===== src/rtl/ccr_pkg.sv =====
// Package: shared constants and types for the cache control register unit.
// Assumes a 32-bit register port and two caches (instruction, data).
package ccr_pkg;
    localparam int DATA_W      = 32;
    localparam int NUM_CACHES  = 2;           // index 0 = instruction, 1 = data
    localparam int FLD_W       = 2;           // width of one state field
    localparam int FRZ_BASE    = 4;           // freeze enable of cache i at FRZ_BASE+i
    localparam logic [1:0] SIZE_WORD = 2'b10; // only size that takes effect

    localparam logic [FLD_W-1:0] ST_OFF    = 2'b00;
    localparam logic [FLD_W-1:0] ST_FROZEN = 2'b01;
    localparam logic [FLD_W-1:0] ST_ON     = 2'b11;

    // Bits cleared on every control write (pending flags, flush, burst).
    localparam logic [DATA_W-1:0] WR_CLEAR_MASK =
        (32'h1 << 14) | (32'h1 << 15) | (32'h1 << 16) |
        (32'h1 << 21) | (32'h1 << 22);

    // Byte offsets of the three registers.
    localparam int OFS_CTRL = 0;
    localparam int OFS_ICFG = 4;
    localparam int OFS_DCFG = 8;

    typedef enum logic [1:0] {
        SEL_NONE = 2'd0,
        SEL_CTRL = 2'd1,
        SEL_ICFG = 2'd2,
        SEL_DCFG = 2'd3
    } rd_sel_e;
endpackage


===== src/rtl/ccr_decode.sv =====
// Module: access decoder.
// Turns one request into a control-word write enable and a read select.
// Assumes the request is valid for a single cycle; wrong size or unmapped
// offset yields no write and a SEL_NONE read.
module ccr_decode
    import ccr_pkg::*;
#(
    parameter int ADDR_W = 8
) (
    input  logic              req_valid,
    input  logic              req_write,
    input  logic [ADDR_W-1:0] req_addr,
    input  logic [1:0]        req_size,
    output logic              wr_ctrl,
    output logic              rd_en,
    output rd_sel_e           rd_sel
);
    localparam logic [ADDR_W-1:0] A_CTRL = ADDR_W'(OFS_CTRL);
    localparam logic [ADDR_W-1:0] A_ICFG = ADDR_W'(OFS_ICFG);
    localparam logic [ADDR_W-1:0] A_DCFG = ADDR_W'(OFS_DCFG);

    logic size_ok;
    rd_sel_e target;

    // Purpose: map the offset to a register target.
    always_comb begin
        unique case (req_addr)
            A_CTRL:  target = SEL_CTRL;
            A_ICFG:  target = SEL_ICFG;
            A_DCFG:  target = SEL_DCFG;
            default: target = SEL_NONE;
        endcase
    end

    // Purpose: qualify by size and direction.
    always_comb begin
        size_ok = (req_size == SIZE_WORD);
        wr_ctrl = req_valid && req_write && size_ok && (target == SEL_CTRL);
        rd_en   = req_valid && !req_write;
        rd_sel  = size_ok ? target : SEL_NONE;
    end
endmodule


===== src/rtl/ccr_ctrl_word.sv =====
// Module: control word storage with write filter and interrupt freeze.
// The write (filtered) is applied first; each cache's freeze rule is then
// evaluated on that value. Only the "on" state moves to "frozen".
module ccr_ctrl_word
    import ccr_pkg::*;
(
    input  logic              clk,
    input  logic              rst_n,
    input  logic              wr_en,
    input  logic [DATA_W-1:0] wdata,
    input  logic              irq_taken,
    output logic [DATA_W-1:0] ctrl_q
);
    localparam int FLD_TOP = NUM_CACHES * FLD_W;

    logic [DATA_W-1:0]                  after_wr;
    logic [NUM_CACHES-1:0][FLD_W-1:0]   fld_next;
    logic [DATA_W-1:0]                  ctrl_d;

    // Purpose: apply a software write with write-only bits cleared.
    always_comb begin
        after_wr = wr_en ? (wdata & ~WR_CLEAR_MASK) : ctrl_q;
    end

    // One freeze stage per cache.
    for (genvar i = 0; i < NUM_CACHES; i++) begin : g_cache
        logic frz_en;
        logic [FLD_W-1:0] cur;
        assign frz_en      = after_wr[FRZ_BASE + i];
        assign cur         = after_wr[i*FLD_W +: FLD_W];
        assign fld_next[i] = (irq_taken && frz_en && cur == ST_ON) ? ST_FROZEN : cur;
    end

    // Purpose: reassemble the next control word.
    always_comb begin
        ctrl_d = {after_wr[DATA_W-1:FLD_TOP], fld_next};
    end

    // Purpose: control word register, cleared by reset.
    always_ff @(posedge clk) begin
        if (!rst_n) ctrl_q <= '0;
        else        ctrl_q <= ctrl_d;
    end

    AST_IC_FREEZE: assert property (@(posedge clk) disable iff (!rst_n)
        irq_taken && !wr_en && ctrl_q[FRZ_BASE] && ctrl_q[1:0] == ST_ON
        |=> ctrl_q[1:0] == ST_FROZEN);
    AST_DC_FREEZE: assert property (@(posedge clk) disable iff (!rst_n)
        irq_taken && !wr_en && ctrl_q[FRZ_BASE+1] && ctrl_q[3:2] == ST_ON
        |=> ctrl_q[3:2] == ST_FROZEN);
    AST_IC_NOFREEZE_OFF: assert property (@(posedge clk) disable iff (!rst_n)
        !wr_en && !ctrl_q[FRZ_BASE] |=> $stable(ctrl_q[1:0]));
    AST_IC_ONLY_ON_MOVES: assert property (@(posedge clk) disable iff (!rst_n)
        !wr_en && ctrl_q[1:0] != ST_ON |=> $stable(ctrl_q[1:0]));
    AST_FILTERED_ZERO: assert property (@(posedge clk) disable iff (!rst_n)
        wr_en |=> (ctrl_q & WR_CLEAR_MASK) == '0);
    AST_WR_FREEZE_SAME: assert property (@(posedge clk) disable iff (!rst_n)
        wr_en && irq_taken && wdata[FRZ_BASE] && wdata[1:0] == ST_ON
        |=> ctrl_q[1:0] == ST_FROZEN);
endmodule


===== src/rtl/ccr_read_port.sv =====
// Module: registered read data path.
// Loads on every read request (SEL_NONE gives 0) and holds otherwise.
module ccr_read_port
    import ccr_pkg::*;
#(
    parameter logic [DATA_W-1:0] ICFG_VALUE = 32'h1022_0000,
    parameter logic [DATA_W-1:0] DCFG_VALUE = 32'h1822_0000
) (
    input  logic              clk,
    input  logic              rst_n,
    input  logic              rd_en,
    input  rd_sel_e           rd_sel,
    input  logic [DATA_W-1:0] ctrl_q,
    output logic [DATA_W-1:0] rd_data
);
    logic [DATA_W-1:0] rd_mux;

    // Purpose: select the word being read.
    always_comb begin
        unique case (rd_sel)
            SEL_CTRL: rd_mux = ctrl_q;
            SEL_ICFG: rd_mux = ICFG_VALUE;
            SEL_DCFG: rd_mux = DCFG_VALUE;
            default:  rd_mux = '0;
        endcase
    end

    // Purpose: one-cycle read latency register.
    always_ff @(posedge clk) begin
        if (!rst_n)     rd_data <= '0;
        else if (rd_en) rd_data <= rd_mux;
    end

    AST_RD_HOLD: assert property (@(posedge clk) disable iff (!rst_n)
        !rd_en |=> $stable(rd_data));
    AST_RD_NONE_ZERO: assert property (@(posedge clk) disable iff (!rst_n)
        rd_en && rd_sel == SEL_NONE |=> rd_data == '0);
endmodule


===== src/rtl/cache_ctrl_regs.sv =====
// Module: cache control register unit (top).
// Holds the cache control word and two fixed configuration words behind a
// 32-bit register port, and exports the per-cache state fields.
// Assumes single-cycle requests; reads return data one cycle later.
module cache_ctrl_regs
    import ccr_pkg::*;
#(
    parameter int ADDR_W = 8,
    parameter logic [31:0] ICFG_VALUE = 32'h1022_0000,
    parameter logic [31:0] DCFG_VALUE = 32'h1822_0000
) (
    input  logic              clk,
    input  logic              rst_n,
    input  logic              req_valid,
    input  logic              req_write,
    input  logic [ADDR_W-1:0] req_addr,
    input  logic [1:0]        req_size,
    input  logic [31:0]       req_wdata,
    input  logic              irq_taken,
    output logic [31:0]       rd_data,
    output logic [1:0]        icache_state,
    output logic [1:0]        dcache_state
);
    logic              wr_ctrl;
    logic              rd_en;
    rd_sel_e           rd_sel;
    logic [DATA_W-1:0] ctrl_q;

    ccr_decode #(.ADDR_W(ADDR_W)) u_decode (
        .req_valid (req_valid),
        .req_write (req_write),
        .req_addr  (req_addr),
        .req_size  (req_size),
        .wr_ctrl   (wr_ctrl),
        .rd_en     (rd_en),
        .rd_sel    (rd_sel)
    );

    ccr_ctrl_word u_ctrl (
        .clk       (clk),
        .rst_n     (rst_n),
        .wr_en     (wr_ctrl),
        .wdata     (req_wdata),
        .irq_taken (irq_taken),
        .ctrl_q    (ctrl_q)
    );

    ccr_read_port #(.ICFG_VALUE(ICFG_VALUE), .DCFG_VALUE(DCFG_VALUE)) u_rd (
        .clk     (clk),
        .rst_n   (rst_n),
        .rd_en   (rd_en),
        .rd_sel  (rd_sel),
        .ctrl_q  (ctrl_q),
        .rd_data (rd_data)
    );

    // Purpose: export the state fields.
    always_comb begin
        icache_state = ctrl_q[1:0];
        dcache_state = ctrl_q[3:2];
    end

    AST_BAD_SIZE_WR: assert property (@(posedge clk) disable iff (!rst_n)
        req_valid && req_write && req_size != SIZE_WORD && !irq_taken
        |=> $stable(ctrl_q));
    AST_BAD_SIZE_RD: assert property (@(posedge clk) disable iff (!rst_n)
        req_valid && !req_write && req_size != SIZE_WORD
        |=> rd_data == '0);
    AST_CFG_WR_IGNORED: assert property (@(posedge clk) disable iff (!rst_n)
        req_valid && req_write && !irq_taken &&
        (req_addr == ADDR_W'(OFS_ICFG) || req_addr == ADDR_W'(OFS_DCFG))
        |=> $stable(ctrl_q));
    AST_CFG_RD: assert property (@(posedge clk) disable iff (!rst_n)
        req_valid && !req_write && req_size == SIZE_WORD &&
        req_addr == ADDR_W'(OFS_ICFG) |=> rd_data == ICFG_VALUE);
endmodule


===== config.mk =====
export PLATFORM = sky130hd
export DESIGN_NAME = cache_ctrl_regs
export DESIGN_NICKNAME = d
export VERILOG_FILES = /design/src/rtl/ccr_pkg.sv /design/src/rtl/ccr_decode.sv /design/src/rtl/ccr_ctrl_word.sv /design/src/rtl/ccr_read_port.sv /design/src/rtl/cache_ctrl_regs.sv
export SDC_FILE = /design/constraint.sdc
export NUM_CORES = 1
export LEC_CHECK = 0
export CORE_ASPECT_RATIO = 0.5
export CORE_MARGIN = 10
export CORE_UTILIZATION = 49
export CTS_CLUSTER_DIAMETER = 150
export CTS_CLUSTER_SIZE = 30
export DETAILED_ROUTE_END_ITERATION = 10
export GPL_TIMING_DRIVEN = 0
export HOLD_SLACK_MARGIN = 0.05
export PLACE_DENSITY_LB_ADDON = 0.3
export SLEW_MARGIN = 5
export SYNTH_ARGS = -nofsm -noshare
export SYNTH_HDL_FRONTEND = slang
export SYNTH_SLANG_ARGS = --single-unit
export TNS_END_PERCENT = 1

===== constraint.sdc =====
create_clock -name clk -period 2.2 [get_ports clk]
set_clock_uncertainty 0.1 [all_clocks]
set_input_delay 0.55 -clock clk [delete_from_list [all_inputs] [get_ports clk]]
set_output_delay 0.55 -clock clk [all_outputs]
set_load 0.03 [all_outputs]

==> impl_results.md, run 1 <==
* Finished Cell Area at 3360 um^2
* Starting Density at 0.501
* Synthesis-to-finish area growth at 38.0%
* Initial antenna violation count at 0
* Fillers at 409
* Setup slack after placement at -0.218 ns
* First-pass GRT wire length at 10,200 um
* Post-Layout Cell Count at 421
* Gr usage total at 0.144
* CTS HTree Levels at 2
* Crit path kind: flip-flop to output port
* Routed met3 length at 429 um
* Placed cell area at 3260 um^2
* Core Area at 4860 um^2
* Min-Delay Path Class: flip-flop to flip-flop
* Max layer used: met4
* Register area at 1100 um^2
* Period utilisation layout at 0.976
* Crit end category: output port
* Slowest stage delay, CP at 0.67 ns
* Post-CTS sizing at 0
* Antenna viol nets, final at 0
* Nets at 398
* Drt drc at 0
* Post-synth EDFFs at 0
* Post-Route WL at 6240 um
* Layout cells sized above 1 at 0.0883
* Cell row count at 18
* Final Util at 0.691
* Met2 WL at 3090 um
* Wire length per cell at 14.8 um
* Clock-pin transition on the worst setup and hold timing paths at 0.10 ns
* Iter 0 DRT Violations at 122
* Total iterations of the first detailed-routing run at 4
* Syn Std Cell Area at 2440 um^2
* CP Launch Type: flip-flop
* Crit path time final at 2.15 ns
* Clock Tree Buf Depth at 2
* Data arrival, critical path at 1.50 ns
* Final hold violations at 0
* Pwr Density at 550 nW/um^2
* Placer Congestion at 0.791
* Met1 wire length at 2680 um
* DP HPWL at 4860 um
* Vias in the first global route at 2,064
* Most frequent cells in the layout: nand2_1, clkdlybuf4s50_1, dfxtp_1
* Ys Warns at 0
* Root Buffer: clkbuf_8
* Max IR drop VDD at 0.000362 V
* RSZ-0062 raised after global routing: no
* Max-cap violation count at 0
* Ant. Diodes at 0
* Synth unique cells at 26
* Inst Count DP at 414
* Register area share after synthesis at 0.452
* CTS buffer count at 5
* Synth Instances at 269
* Vertical die dimension at 69.9 um
* Outcome: finished clean
* Area of the die at 8360 um^2
* Mean post-synth cell area at 9.06 um^2
* Postcts setup bufs at 0
* Die W at 120 um
* Clk_lat worst skew at 0.31 ns
* CP max-delay cell: clkdlybuf4s50_1
* Peak Freq at 0.466 GHz
* Commonest non-fill, non-tap cell in the layout: nand2_1
* Cells along the critical path: buf_4 -> clkdlybuf4s50_1
* Grt total ovfl at 0
* Largest net degree at the start of global routing at 17
* Asr flop ratio synth at 0
* Multi-input logic area at 1130 um^2
* Setup Viol. Count Final at 0
* Total Power at 1850 uW
* CP max FO at 4
* Leakage power at 0.00117 uW
* Yosys reg bits at 55
* Setup WS post-layout at 0.0536 ns
* Primary FF master, synth: dfxtp_1
* Vias at 2,179
* Final Max Slew Viols at 0
* DR vias/cell at 5.18
* Crit path required time at 1.55 ns
* Hold_buf cts at 0
* CTS Sinks at 55
* TritonCTS clock tree: done
* IO Port Bufs at 72
* I/O pin total at 83
-- final timing paths --
check,start,end,slack (ns),depth (start not counted)
max,u_ctrl.ctrl_q[0]$_SDFF_PN0_,icache_state[0],0.05,2
min,u_rd.rd_data[11]$_SDFFE_PN0P_,u_rd.rd_data[11]$_SDFFE_PN0P_,0.35,2
max reg2reg,u_ctrl.ctrl_q[17]$_SDFFE_PN0N_,u_rd.rd_data[17]$_SDFFE_PN0P_,1.15,3
min reg2reg,u_rd.rd_data[11]$_SDFFE_PN0P_,u_rd.rd_data[11]$_SDFFE_PN0P_,0.35,2
-- cell families after synthesis --
family | share of synthesized area
AND/OR/NAND/NOR | 0.254
other | 0.00154
flip-flops | 0.452
multiplexers | 0.111
AO/OA/AOI/OAI | 0.0909
XOR/XNOR | 0.00360
buffers and inverters | 0.0873
-- area by class of cell --
type | count | share of cell area
multi-input combinational | 186 | 0.337
buffer | 31 | 0.0633
sequential | 55 | 0.328
timing repair buffer | 72 | 0.214
clock inverter | 2 | 0.0112
clock buffer | 5 | 0.0205
tap | 70 | 0.0261
-- worst max-delay path, delay by kind of cell (launching register included) --
| kind | cells | cell delay, ns |
|---|---|---|
| buffers and inverters | 2 | 0.79 |
| DFF | 1 | 0.39 |
-- report_power, final --
| group | switching [uW] | internal [uW] |
|---|---|---|
| sequential | 0.952 | 997 |
| clock | 327 | 333 |
| combinational | 91.5 | 101 |
| total | 420 | 1430 |
-- cell usage after synthesis, types with 2 or more instances --
| cell | count | area, um^2 |
|---|---|---|
| buf_6 | 3 | 33.8 |
| nand2_1 | 76 | 285 |
| clkbuf_1 | 11 | 41.3 |
| a21oi_1 | 2 | 10.0 |
| mux2i_1 | 27 | 270 |
| buf_2 | 6 | 30.0 |
| o21ai_0 | 2 | 10.0 |
| a21boi_1 | 25 | 188 |
| dfxtp_1 | 55 | 1100 |
| buf_4 | 9 | 67.6 |
| buf_12 | 2 | 40.0 |
| nand3_1 | 9 | 45.0 |
| or3_1 | 2 | 12.5 |
| nor4b_4 | 2 | 47.6 |
| nand4_1 | 27 | 169 |
-- sequential cells by signal (all words and copies together) (netlist names) --
signal and flops:
u_rd.rd_data 28, u_ctrl.ctrl_q 27
-- metal layers --
layer / up-vias / global-route usage
met2: 69 / 0.254
li1: 1074 / -
met4: 0 / 0.0279
met5: - / 0
met3: 6 / 0.0369
met1: 1030 / 0.174
-- per-stage QoR --
stage | setup TNS [ns] | hold WS (ns)
after floorplan | 0 | 0.330
after global placement | -3.83 | 0.338
after detailed placement | -5.58 | 0.344
after CTS | 0 | 0.355
after global routing | 0 | 0.377
final | 0 | 0.351
Power figures use the tool's default switching activity.
==> run 2, diff against run 1 <==
PLACE_DENSITY_LB_ADDON = 0.12   (was 0.3)
SKIP_LAST_GASP = 1   (was not set)
==> run 2 against run 1 <==
  * Clock-buffer cell count unchanged
  * Die area stayed put
  * Routed wire length up 4.7%
  * Via count is 1.1% lower
  * Hold slack better by 0.0037 ns
  * Critical path depth unchanged
  * Total power down 7.2%
  * Core utilization shrank 0.57 points
  * Non-clock buffer count unchanged
  * Critical endpoint unchanged
  * Largest cell class unchanged
==> impl_results.md, run 2 (synthesis gave the netlist of run 1 again) <==
* Outcome: finished clean
* Iter 0 DRT Violations at 113
* Post-Route WL at 6540 um
* Cell row count at 18
* Largest net degree at the start of global routing at 16
* Switching Power at 408 uW
* Initial antenna violation count at 0
* Most flops, register: u_rd.rd_data
* Leakage power at 0.00117 uW
* Vertical die dimension at 69.9 um
* Hold WS at 0.355 ns
* Commonest non-fill, non-tap cell in the layout: nand2_1
* Vias at 2,156
* CTS HTree Levels at 2
* Int Power at 1310 uW
* CTS Sinks at 55
* Gr usage total at 0.155
* Setup Viol. Count Final at 0
* Wire length per cell at 15.6 um
* DP HPWL at 5200 um
* Pwr Density at 515 nW/um^2
* Max IR drop VDD at 0.000261 V
* Vias in the first global route at 2,214
* Max-cap violation count at 0
* Final hold violations at 0
* Launch point of the worst reg-to-reg path: u_ctrl.ctrl_q[17]$_SDFFE_PN0N_
* Min-Delay Path Class: flip-flop to flip-flop
* Postcts setup bufs at 0
* CP Launch Type: flip-flop
* RSZ-0062 raised after global routing: no
* Hold_buf cts at 0
* Clk_lat worst skew at 0.30 ns
* Peak Freq at 0.467 GHz
* Ant. Diodes at 0
* Routed met3 length at 383 um
* CTS buffer count at 5
* Period utilisation layout at 0.973
* Largest register FFs at 28
* Crit path time final at 2.14 ns
* IO Port Bufs at 72
* Die W at 120 um
* Root Buffer: clkbuf_8
* Area of the die at 8360 um^2
* Final Max Slew Viols at 0
* Total iterations of the first detailed-routing run at 4
* Setup TNS at 0 ns
* Seq pwr share at 0.581
* Met2 WL at 3190 um
* Critical Path Start: u_ctrl.ctrl_q[0]$_SDFF_PN0_
* Total Power at 1720 uW
* Layout cells sized above 1 at 0.0857
* Starting Density at 0.501
* First-pass GRT wire length at 10,900 um
* Clock-pin transition on the worst setup and hold timing paths at 0.10 ns
* TritonCTS clock tree: done
* Max layer used: met4
* Met1 wire length at 2910 um
* Most frequent cells in the layout: nand2_1, clkdlybuf4s50_1, dfxtp_1
* Clock Tree Buf Depth at 2
* Crit path required time at 1.55 ns
* CP max FO at 4
* Grt total ovfl at 0
* Hold Path Origin: u_rd.rd_data[18]$_SDFFE_PN0P_
* Crit path kind: flip-flop to output port
* Fillers at 412
* Top Registers: u_rd.rd_data x28, u_ctrl.ctrl_q x27
* I/O pin total at 83
* Sw frac at 0.238
* Synthesis-to-finish area growth at 36.9%
* Data arrival, critical path at 1.49 ns
* DR vias/cell at 5.13
* Clk pwr share at 0.307
* Final Util at 0.685
* Slew @ Worst Pin at 0.510 ns
* Rel. slew slack at 0.660
* Placer Congestion at 0.790
* Drt drc at 0
* Antenna viol nets, final at 0
* Core Area at 4860 um^2
* Combinational power share at 0.112
* Nets at 398
* Crit end category: output port
[run 2: cell types whose count changed in the layout (fill, tap and decap cells not counted), sizes merged]
cell and delta:
bufinv -1, clkdlybuf4s50 -1, dlymetal6s2s +1
[run 2: per-layer routing]
layer	track usage	vias to the layer above
met3	0.0441	5
met1	0.184	1010
met2	0.272	65
li1	-	1076
met5	0	-
met4	0.0319	0
[run 2: worst paths after layout]
kind	slack, ns	endpoint	cells past startpoint
hold / removal	0.36	u_rd.rd_data[18]$_SDFFE_PN0P_	2
setup / recovery	0.06	icache_state[0]	2
setup reg to reg	1.14	u_rd.rd_data[17]$_SDFFE_PN0P_	3
hold reg to reg	0.36	u_rd.rd_data[18]$_SDFFE_PN0P_	2
[run 2: power groups by stage]
stage,clock [uW],sequential (uW),combinational (uW)
after global placement,0,1020,188
after CTS,537,998,193
final,527,998,193
after detailed placement,0,1020,192
after global routing,569,998,209
after floorplan,0,1030,81.6
[run 2: critical path, stage by stage, from the launching register on]
cell,delay (ns)
dfxtp_1,0.39
buf_4,0.12
clkdlybuf4s50_1,0.67
[run 2: through the flow]
step	setup WS, ns	std cells	instance area, um^2
2_1_floorplan	0.575	272	2450
3_3_place_gp	-0.111	414	3260
3_5_place_dp	-0.206	414	3260
4_1_cts	0.0525	420	3330
5_1_grt	0.00107	420	3330
6_report	0.0590	420	3330
[run 2: area by class of cell]
class / instances / area, um^2 / area share
buffer: 31 / 213 / 0.0638
clock buffer: 5 / 68.8 / 0.0206
clock inverter: 1 / 7.51 / 0.00225
multi-input combinational: 186 / 1130 / 0.340
sequential: 55 / 1100 / 0.330
tap: 70 / 87.6 / 0.0263
timing repair buffer: 72 / 723 / 0.217
[run 2: timing repair]
item / CTS / global route
gates resized for setup: 0 / 1
endpoints found under the setup margin: 0 / 1
endpoints found under the hold margin: 0 / 0
==> run 3, diff against run 2 <==
CTS_BUF_LIST = sky130_fd_sc_hd__clkbuf_16   (was not set)
==> run 3 against run 2 <==
  * Via count is 0.23% lower
  * Register-to-register slack hardly changed
  * Sequential share of layout area is 0.52 points lower
  * Cell count stayed put
  * Hold slack worse by 0.0046 ns
  * Clock-buffer cell count stayed put
  * Global-route usage is 0.14 points higher
  * Die area stayed put
  * Non-clock buffer count stayed put
  * Worst setup slack better by 0.026 ns
  * Total power is 13% higher
  * Largest power group unchanged
==> impl_results.md, run 3 (synthesis gave the netlist of run 1 again) <==
* WHS Endpoint: u_rd.rd_data[5]$_SDFFE_PN0P_
* Crit path time final at 2.12 ns
* Root Buffer: clkbuf_16
* Reg2reg path depth at 3
* Register area at 1100 um^2
* WP buf/inv at 2
* M3 GR Usage at 0.0441
* Setup slack after placement at -0.206 ns
* Launch point of the worst reg-to-reg path: u_ctrl.ctrl_q[17]$_SDFFE_PN0N_
* Post-CTS sizing at 0
* Starting Density at 0.501
* Cells along the critical path: buf_4 -> clkdlybuf4s50_1
* Largest register FFs at 28
* Hold_buf cts at 0
* RR Endpoint: u_rd.rd_data[17]$_SDFFE_PN0P_
* Outcome: finished clean
* Crit path kind: flip-flop to output port
* CP max FO at 3
* Post-Route WL at 6540 um
* DR vias/cell at 5.12
* Gr usage total at 0.156
* RSZ-0062 raised after global routing: no
* Core Area at 4860 um^2
* Antenna viol nets, final at 0
* Hold Path Origin: u_rd.rd_data[5]$_SDFFE_PN0P_
* GRT busiest layer: met2
* Clock-pin transition on the worst setup and hold timing paths at 0.07 ns
* Initial antenna violation count at 0
* Leakage power at 0.00118 uW
* Most flops, register: u_rd.rd_data
* I/O pin total at 83
* Wire length per cell at 15.6 um
* Placer Congestion at 0.790
* R2R setup slack at 1.14 ns
* Area of the die at 8360 um^2
* Clock Tree Buf Depth at 2
* Total iterations of the first detailed-routing run at 4
* Hold WS at 0.350 ns
* Layout cells sized above 1 at 0.0857
* M1 GR Usage at 0.185
* Vertical die dimension at 69.9 um
* TritonCTS clock tree: done
* Drt drc at 0
* CTS HTree Levels at 2
* Fillers at 407
* Largest net degree at the start of global routing at 16
* Top Registers: u_rd.rd_data x28, u_ctrl.ctrl_q x27
* Period utilisation layout at 0.961
* Data arrival, critical path at 1.47 ns
* Setup WS post-layout at 0.0849 ns
* Met2 Use GR at 0.270
* Final hold violations at 0
* Pwr Density at 571 nW/um^2
* Commonest non-fill, non-tap cell in the layout: nand2_1
* CP Launch Type: flip-flop
* Hold Path Depth at 2
* Synthesis-to-finish area growth at 39.1%
* Vias in the first global route at 2,221
* CTS buffer count at 5
* IO Port Bufs at 72
* Nets at 398
* Ant. Diodes at 0
* DP HPWL at 5200 um
* CTS Sinks at 55
* Final Max Slew Viols at 0
* Min-Delay Path Class: flip-flop to flip-flop
* Crit end category: output port
* Post-Layout Cell Count at 420
* Setup Viol. Count Final at 0
* Crit path required time at 1.55 ns
* Die W at 120 um
* Grt total ovfl at 0
* Max-cap violation count at 0
* Iter 0 DRT Violations at 113
* Max IR drop VDD at 0.000347 V
* Slowest stage delay, CP at 0.66 ns
* Clk_lat worst skew at 0.29 ns
* Postcts setup bufs at 0
* Peak Freq at 0.473 GHz
* Inst Count DP at 414
* Cell row count at 18
* First-pass GRT wire length at 10,800 um
* Most frequent cells in the layout: nand2_1, clkdlybuf4s50_1, dfxtp_1
* CP top delay family: buffers and inverters
* Multi-input logic area at 1130 um^2
* Critical Path Start: u_ctrl.ctrl_q[1]$_SDFF_PP0_
* CP max-delay cell: clkdlybuf4s50_1
* Vias at 2,151
[run 3: cell count changes in the layout (fill, tap and decap cells not counted)]
cell	change
clkbuf_16	+5
clkdlybuf4s50_1	+1
clkbuf_8	-5
dlymetal6s2s_1	-1
[run 3: through the flow]
step / utilization / area (um^2) / power, uW / setup TNS, ns
after floorplan: - / 2450 / 1110 / 0
after global placement: 0.669 / 3260 / 1210 / -3.22
after detailed placement: 0.669 / 3260 / 1210 / -4.77
after CTS: 0.697 / 3390 / 1940 / 0
after global routing: 0.697 / 3390 / 2000 / 0
final: 0.697 / 3390 / 1940 / 0
[run 3: worst max path at each step]
stage / to / cells past startpoint
final: icache_state[1] / 2
after global routing: icache_state[1] / 2
after CTS: icache_state[0] / 2
after detailed placement: u_ctrl.ctrl_q[28]$_SDFFE_PN0N_ / 6
after global placement: u_ctrl.ctrl_q[2]$_SDFF_PN0_ / 6
after floorplan: u_ctrl.ctrl_q[1]$_SDFF_PP0_ / 5
[run 3: area by class of cell]
cell class                      instances  area share
Clock inverter                          1     0.00222
Multi-Input combinational cell        186       0.335
Buffer                                 31      0.0628
Clock buffer                            5      0.0369
Sequential cell                        55       0.325
Timing Repair Buffer                   72       0.213
Tap cell                               70      0.0258
[run 3: tightest hold or removal path: stages (launching register included)]
cell and delay, ns:
dfxtp_1 0.31, nand2_1 0.05, a21boi_1 0.05
[run 3: routing by layer]
layer,share of wire,vias up
li1,-,1076
met1,0.43,997
met2,0.49,69
met3,0.064,9
met4,0.012,0
met5,0,-
[run 3: power breakdown]
| part | switching (uW) | internal [uW] |
|---|---|---|
| clock | 335 | 409 |
| sequential | 1.05 | 997 |
| combinational | 92.4 | 101 |
| total | 428 | 1510 |
